==> config.mk <==
export PLATFORM = sky130hd
export DESIGN_NAME = cfg_window_xlate
export DESIGN_NICKNAME = d
export VERILOG_FILES = /design/src/rtl/cfgx_pkg.sv /design/src/rtl/cfgx_devscan.sv /design/src/rtl/cfgx_addr_map.sv /design/src/rtl/cfgx_ctrl.sv /design/src/rtl/cfg_window_xlate.sv
export SDC_FILE = /design/constraint.sdc
export NUM_CORES = 1
export LEC_CHECK = 0
export ABC_AREA = 1
export BUFFER_PORTS_ARGS = -buffer_cell sky130_fd_sc_hd__buf_2
export CAP_MARGIN = 20
export CELL_PAD_IN_SITES_DETAIL_PLACEMENT = 1
export CELL_PAD_IN_SITES_GLOBAL_PLACEMENT = 1
export CORE_UTILIZATION = 26
export DETAILED_ROUTE_END_ITERATION = 7
export GPL_TIMING_DRIVEN = 0
export PLACE_DENSITY_LB_ADDON = 0.1
export SYNTH_ARGS = -nofsm -noshare
export SYNTH_HDL_FRONTEND = slang
export SYNTH_SLANG_ARGS = --single-unit
==> constraint.sdc <==
create_clock -name clk -period 1.4 [get_ports clk]
set_clock_uncertainty 0.15 [all_clocks]
set_input_delay 0.21 -clock clk [delete_from_list [all_inputs] [get_ports clk]]
set_output_delay 0.21 -clock clk [all_outputs]
set_load 0.005 [all_outputs]
==> src/rtl/cfgx_pkg.sv <==
package cfgx_pkg;

    localparam int DATA_W = 32;

    typedef enum logic [1:0] {
        SZ_BYTE = 2'd0,
        SZ_HALF = 2'd1,
        SZ_WORD = 2'd2,
        SZ_BAD  = 2'd3
    } xfer_size_e;

    // Keep only the bytes covered by the access size.
    function automatic logic [DATA_W-1:0] size_mask(input logic [1:0] sz,
                                                    input logic [DATA_W-1:0] val);
        logic [DATA_W-1:0] m;
        case (xfer_size_e'(sz))
            SZ_BYTE: m = {{(DATA_W-8){1'b0}},  8'hFF};
            SZ_HALF: m = {{(DATA_W-16){1'b0}}, 16'hFFFF};
            default: m = {DATA_W{1'b1}};
        endcase
        return val & m;
    endfunction

endpackage

==> src/rtl/cfgx_devscan.sv <==
// Priority scan of one-hot select lines: the lowest set line wins.
// When no line is set, the result is SEL_LINES.
module cfgx_devscan #(
    parameter int SEL_LINES = 11,
    parameter int DEV_W     = $clog2(SEL_LINES + 1)
) (
    input  logic [SEL_LINES-1:0] sel,
    output logic [DEV_W-1:0]     dev
);
    always_comb begin
        dev = DEV_W'(SEL_LINES);
        for (int i = SEL_LINES - 1; i >= 0; i--) begin
            if (sel[i]) dev = DEV_W'(i);
        end
    end
endmodule

==> src/rtl/cfgx_addr_map.sv <==
// Window decode and translation of a CPU address into a configuration address.
module cfgx_addr_map #(
    parameter int          ADDR_W   = 32,
    parameter logic [31:0] WIN_BASE = 32'h8080_0000,
    parameter int          WIN_BITS = 22,
    parameter int          OFS_BITS = 11,
    parameter int          DEV_W    = $clog2(WIN_BITS - OFS_BITS + 1)
) (
    input  logic [ADDR_W-1:0]         addr,
    output logic                      hit,
    output logic [OFS_BITS+DEV_W-1:0] xaddr
);
    localparam int SEL_LINES = WIN_BITS - OFS_BITS;

    logic [DEV_W-1:0] dev;

    assign hit = (addr[ADDR_W-1:WIN_BITS] == WIN_BASE[ADDR_W-1:WIN_BITS]);

    cfgx_devscan #(
        .SEL_LINES (SEL_LINES),
        .DEV_W     (DEV_W)
    ) u_scan (
        .sel (addr[WIN_BITS-1:OFS_BITS]),
        .dev (dev)
    );

    assign xaddr = {dev, addr[OFS_BITS-1:0]};
endmodule

==> src/rtl/cfgx_ctrl.sv <==
// Single-outstanding request controller, two-process style.
module cfgx_ctrl
    import cfgx_pkg::*;
#(
    parameter int CFG_AW = 15
) (
    input  logic              clk,
    input  logic              rst_n,
    input  logic              cpu_req,
    input  logic              cpu_we,
    input  logic [1:0]        cpu_size,
    input  logic [DATA_W-1:0] cpu_wdata,
    input  logic              hit,
    input  logic [CFG_AW-1:0] xaddr,
    output logic              cpu_ack,
    output logic [DATA_W-1:0] cpu_rdata,
    output logic              cfg_req,
    output logic              cfg_we,
    output logic [1:0]        cfg_size,
    output logic [CFG_AW-1:0] cfg_addr,
    output logic [DATA_W-1:0] cfg_wdata,
    input  logic              cfg_ack,
    input  logic [DATA_W-1:0] cfg_rdata
);
    typedef struct packed {
        logic              busy;
        logic              we;
        logic [1:0]        size;
        logic [CFG_AW-1:0] addr;
        logic [DATA_W-1:0] wdata;
        logic              ack;
        logic [DATA_W-1:0] rdata;
    } ctrl_st_t;

    ctrl_st_t st_d, st_q;
    logic     take;

    assign take = cpu_req && hit && (xfer_size_e'(cpu_size) != SZ_BAD);

    always_comb begin
        st_d       = st_q;
        st_d.ack   = 1'b0;
        st_d.rdata = '0;
        if (!st_q.busy) begin
            if (take) begin
                st_d.busy  = 1'b1;
                st_d.we    = cpu_we;
                st_d.size  = cpu_size;
                st_d.addr  = xaddr;
                st_d.wdata = size_mask(cpu_size, cpu_wdata);
            end
        end else if (cfg_ack) begin
            st_d.busy  = 1'b0;
            st_d.ack   = 1'b1;
            st_d.rdata = st_q.we ? '0 : size_mask(st_q.size, cfg_rdata);
        end
    end

    always_ff @(posedge clk) begin
        if (!rst_n) st_q <= '0;
        else        st_q <= st_d;
    end

    assign cfg_req   = st_q.busy;
    assign cfg_we    = st_q.we;
    assign cfg_size  = st_q.size;
    assign cfg_addr  = st_q.addr;
    assign cfg_wdata = st_q.wdata;
    assign cpu_ack   = st_q.ack;
    assign cpu_rdata = st_q.rdata;
endmodule

==> src/rtl/cfg_window_xlate.sv <==
module cfg_window_xlate #(
    parameter logic [31:0] WIN_BASE = 32'h8080_0000,
    parameter int          WIN_BITS = 22,
    parameter int          OFS_BITS = 11
) (
    input  logic                                              clk,
    input  logic                                              rst_n,
    input  logic                                              cpu_req,
    input  logic                                              cpu_we,
    input  logic [1:0]                                        cpu_size,
    input  logic [31:0]                                       cpu_addr,
    input  logic [31:0]                                       cpu_wdata,
    output logic                                              cpu_ack,
    output logic [31:0]                                       cpu_rdata,
    output logic                                              cfg_req,
    output logic                                              cfg_we,
    output logic [1:0]                                        cfg_size,
    output logic [OFS_BITS+$clog2(WIN_BITS-OFS_BITS+1)-1:0]   cfg_addr,
    output logic [31:0]                                       cfg_wdata,
    input  logic                                              cfg_ack,
    input  logic [31:0]                                       cfg_rdata
);
    localparam int DEV_W  = $clog2(WIN_BITS - OFS_BITS + 1);
    localparam int CFG_AW = OFS_BITS + DEV_W;

    logic              hit;
    logic [CFG_AW-1:0] xaddr;

    cfgx_addr_map #(
        .ADDR_W   (32),
        .WIN_BASE (WIN_BASE),
        .WIN_BITS (WIN_BITS),
        .OFS_BITS (OFS_BITS),
        .DEV_W    (DEV_W)
    ) u_map (
        .addr  (cpu_addr),
        .hit   (hit),
        .xaddr (xaddr)
    );

    cfgx_ctrl #(
        .CFG_AW (CFG_AW)
    ) u_ctrl (
        .clk       (clk),
        .rst_n     (rst_n),
        .cpu_req   (cpu_req),
        .cpu_we    (cpu_we),
        .cpu_size  (cpu_size),
        .cpu_wdata (cpu_wdata),
        .hit       (hit),
        .xaddr     (xaddr),
        .cpu_ack   (cpu_ack),
        .cpu_rdata (cpu_rdata),
        .cfg_req   (cfg_req),
        .cfg_we    (cfg_we),
        .cfg_size  (cfg_size),
        .cfg_addr  (cfg_addr),
        .cfg_wdata (cfg_wdata),
        .cfg_ack   (cfg_ack),
        .cfg_rdata (cfg_rdata)
    );
endmodule

======== Yosys cells after proc, flatten, opt, wreduce, memory -nomap -nowiden ========
Cells that the tools add are included.
operators by class
  reduce and logical (&&, ||, !) cells .... 7
  bitwise operators ....................... 5
  multiplexer cells ....................... 22
  equal/unequal tests ..................... 4
operators by type and width
  kind                                            number
  2-to-1 mux 32 bit                               5
  case mux 32 bit (2 select lines)                2
  bitwise AND 32 bit                              2
  2-to-1 mux 51 bit                               1
  2-to-1 mux 4 bit                                10
  2-to-1 mux 33 bit                               1
  == test 10 bit (second input constant)          1
  == test 2 x 1 -> 1 bit (second input constant)  2
  zero test 2 bit                                 2
  AND reduction 2 bit                             2
  OR reduction 4 bit                              1
  2-to-1 mux 1 bit                                3
  inverter 1 bit                                  3
  logical AND 1 bit                               2
  != test 2 bit (second input constant)           1
storage, ports and cells
  register bits ........................... 84
  word-level logic and storage cells ...... 45
  output and inout bits ................... 84
  input port bits ......................... 103

======== Depth between registers and ports, before layout ========
  depth after elaboration ................. 13
  depth in mapped cells ................... 12
  gate-level depth less buffers ........... 12

======== Hierarchy ========
A second synthesis with hierarchy kept.
unflattened totals
  cells, all modules ...................... 501
  area, all modules ....................... 3435.8 µm²
by module, submodules not included
  module         sequential area each (µm²)  instances  cells an instance  area an instance (µm²)
  cfgx_ctrl      1681.6                      1          453                3183.1
  cfgx_devscan   0.0                         1          28                 133.9
  cfgx_addr_map  0.0                         1          20                 118.9

======== Worst setup path after synthesis ========
OpenSTA, ideal clock, no wires.
  path type ............................... reg2reg
  from .................................... reg u_ctrl.st_q, in the netlist u_ctrl.cfg_req
  to ...................................... reg u_ctrl.st_q, in the netlist u_ctrl.cfg_wdata[21]
  cell stages (with the launch flop) ...... 9
  buffers on the path ..................... 1
  library setup time ...................... 0.071 ns
  data required time ...................... 1.179 ns
  arrival ................................. 1.234 ns
  period minus slack after synthesis ...... 1.455 ns
  path slack .............................. -0.055 ns
  cells stage by stage .................... dfxtp_1 > inv_2 > nand4_2 > nor3_4 > nand2_2 > inv_2 > buf_8 > nand2_2 > a21oi_2
between the ends
  cells in the longest elaborated chain, start to end .. 2
ends and longest elaborated chain
  item                                  RTL line         text
  from (decl)                           cfgx_ctrl.sv:35  ctrl_st_t st_d, st_q;
  from (signal assigned)                cfgx_ctrl.sv:61  else st_q <= st_d;
  inverter 1 bit (no source line)       --
  AND reduction 2 bit (no source line)  --
No other way between the ends.
A chain may end at the register's enable or synchronous reset.

======== Worst setup path in the final report ========
  from .................................... reg u_ctrl.st_q, in the netlist u_ctrl.cfg_req
  to ...................................... reg u_ctrl.st_q, in the netlist u_ctrl.cfg_addr[12]
Same word-level chain as after synthesis.

==> results.json <==
{
  "finalCriticalPeriod_ns": 1.61,
  "setup_viol": 51,
  "cts.reportedPaths.clkPinSlew_ns": 0.06,
  "numCtsBuffers": 9,
  "critPathLaunch": "u_ctrl.cfg_req",
  "max_slew_margin_pct": 51.4,
  "path_class": "flip-flop to flip-flop",
  "grt_max_degree": 15,
  "reg2reg_from": "u_ctrl.cfg_req",
  "num_vias": 3451,
  "setup_tns_ns": -6.95,
  "cp_cell_sequence": "inv_2, nand4_4, nor3_4, buf_6, inv_8, buf_12, buf_16, nand2_1, a21oi_2",
  "dieArea_sq_mm": 0.0120,
  "core_sq_mm": 0.0110,
  "num_antenna_cells": 0,
  "ys_top_cells_by_area": "dfxtp_1 56%, nor2_1 8.3%, nand2_1 7.8%",
  "hold_viol": 1,
  "row_count": 38,
  "ant_nets": 0,
  "dpl_cell_area_sq_mm": 0.00412,
  "layout_common_cells": "187 x buf_2, 83 x dfxtp_1, 77 x dlygate4sd3_1",
  "wl_per_cell_um": 14.4,
  "cts_num_sinks": 84,
  "hpwlAfterDp_um": 7460,
  "root_buffer": "clkbuf_16",
  "mappedNetlistArea_sq_mm": 0.00300,
  "layout_commonest_cell": "buf_2",
  "clk_latency_ns": 0.33,
  "fp.dieW_um": 109,
  "die_h_um": 109,
  "fmax_ghz": 0.621,
  "path_max_fanout": 7,
  "syn_inst": 364,
  "grt_pass1_vias": 3689,
  "critPathCaptureType": "flip-flop",
  "cellPowerDensity_mw_per_mm2": 942,
  "syn-num-nets": 467,
  "cts-htree-levels": 3,
  "drtIter0Drc": 118,
  "gp_congestion": 0.725,
  "hold_start": "cpu_wdata[12]",
  "cts_tree": "built",
  "leakage_nw": 2.73,
  "outcome": "finished with violations",
  "vias_per_cell": 4.34,
  "max_cap_violations": 0,
  "crit_path_max_incr_delay_ns": 0.32,
  "synth_top_cell_by_area": "dfxtp_1",
  "start_util_pct": 27.2,
  "clk_path_buf_depth": 2,
  "violations": "hold timing, setup timing",
  "p_total_mw": 5.26,
  "ys_seq_area_share_pct": 56.1,
  "io_pins": 187,
  "tightest_slew_ns": 0.729,
  "rsz0062_at_grt": "yes",
  "ir_drop_v": 0.000493,
  "grt_use_total_pct": 19.4,
  "antenna_found_initial": 0,
  "post-route-util_pct": 50.6,
  "port-buffer-count": 185,
  "grt-ovfl-total": 0,
  "drt_wl_total_um": 11400,
  "ys_ff_latch": 84,
  "avgSynthCellArea_sq_um": 8.24,
  "design_area_sq_mm": 0.00558,
  "yosys_warnings": 0,
  "fin_crit_sh_pct": 115,
  "arrival_ns": 1.65,
  "drive_above_1_share_pct": 43.0,
  "area_growth_pct": 86.1,
  "drc": 0,
  "nNetsFinal": 755,
  "synth.distinct_cells": 28,
  "synth_top_area_share_pct": 56.1,
  "start_kind": "flip-flop",
  "min_path_type": "input port to flip-flop",
  "cpMaxStageDelayCell": "dfxtp_2",
  "finalHoldWorstSlack_ns": -0.00339,
  "grt_pass1_wl_um": 17600,
  "drt_pass1_iterations": 4,
  "maxSlewViolCount": 0,
  "cp.required_ns": 1.44,
  "setup_slack_ns": -0.210
}
==> metal layers <==
| metal | global-route usage, % | share of wire [%] |
|---|---|---|
| met5 | 0 | 0 |
| met4 | 7.81 | 1.7 |
| met3 | 4.51 | 5.4 |
| met2 | 36.6 | 54 |
| met1 | 20.7 | 39 |
==> power by group <==
part | switching (mW) | total [mW] | internal [mW] | leakage [nW]
registers | 0.000226 | 2.39 | 2.39 | 0.677
logic | 0.167 | 0.435 | 0.268 | 1.90
clock network | 0.951 | 2.43 | 1.48 | 0.152
==> final timing paths <==
kind	to	slack, ns	cells past startpoint
setup / recovery	u_ctrl.cfg_addr[12]	-0.21	9
hold / removal	u_ctrl.cfg_wdata[12]	-0.003	3
setup reg to reg	u_ctrl.cfg_addr[12]	-0.21	9
hold reg to reg	u_ctrl.cfg_wdata[31]	0.31	2
==> flip-flops by register name, summed over array words and instances, names as in the netlist <==
register,cells
u_ctrl.cfg_addr,15
u_ctrl.cfg_req,1
u_ctrl.cfg_size,2
u_ctrl.cfg_wdata,32
u_ctrl.cfg_we,1
u_ctrl.cpu_ack,1
u_ctrl.cpu_rdata,32
==> Yosys cell counts (all sizes together) <==
library cell	n
a21oi	20
and3	1
buf	7
clkbuf	13
dfxtp	84
inv	30
nand2	73
nand3	17
nand4	4
nor2	69
nor3	2
nor3b	8
nor4	2
o21ai	32
o31ai	1
or2	1
==> worst max-delay path, delay by kind of cell, from the launching register on <==
kind	cells	cell delay, ns
simple gates	3	0.42
flops	1	0.32
buf+inv	5	0.53
compound gates	1	0.05
==> final cells by class <==
cell class,instances,area (sq um)
well taps,140,175
clock inverters,4,56.3
clock buffers,11,253
inverters,30,133
fillers,1338,5450
repair buffers,277,1910
plain buffers,19,134
multi-input cells,231,1240
flip-flops and latches,84,1680
==> what timing repair did <==
action | in CTS | in global routing
setup endpoints to repair | 74 | 59
hold buffers | 77 | 0
gates cloned | 3 | 1
buffers inserted | 10 | 2
hold endpoints to repair | 76 | 0
pin swaps | 5 | 8
gates resized for setup | 37 | 32
==> stage by stage <==
step	std cells	setup WS, ns
after detailed placement	689	-0.377
after CTS	793	-0.204
after global routing	796	-0.290
after floorplan	364	-0.0165
final	796	-0.210
after global placement	689	-0.304
==> cells by family (layout without fill, tap and decap cells) <==
| group | Yosys count | in the layout | synth area share (%) |
|---|---|---|---|
| buffers and inverters | 50 | 341 | 7.05 |
| DFF | 84 | 84 | 56.1 |
| and+or+nand+nor | 177 | 178 | 26.7 |
| AOI/OAI and AO/OA | 53 | 53 | 10.2 |
Note: power is estimated with default switching activity, not from simulation.
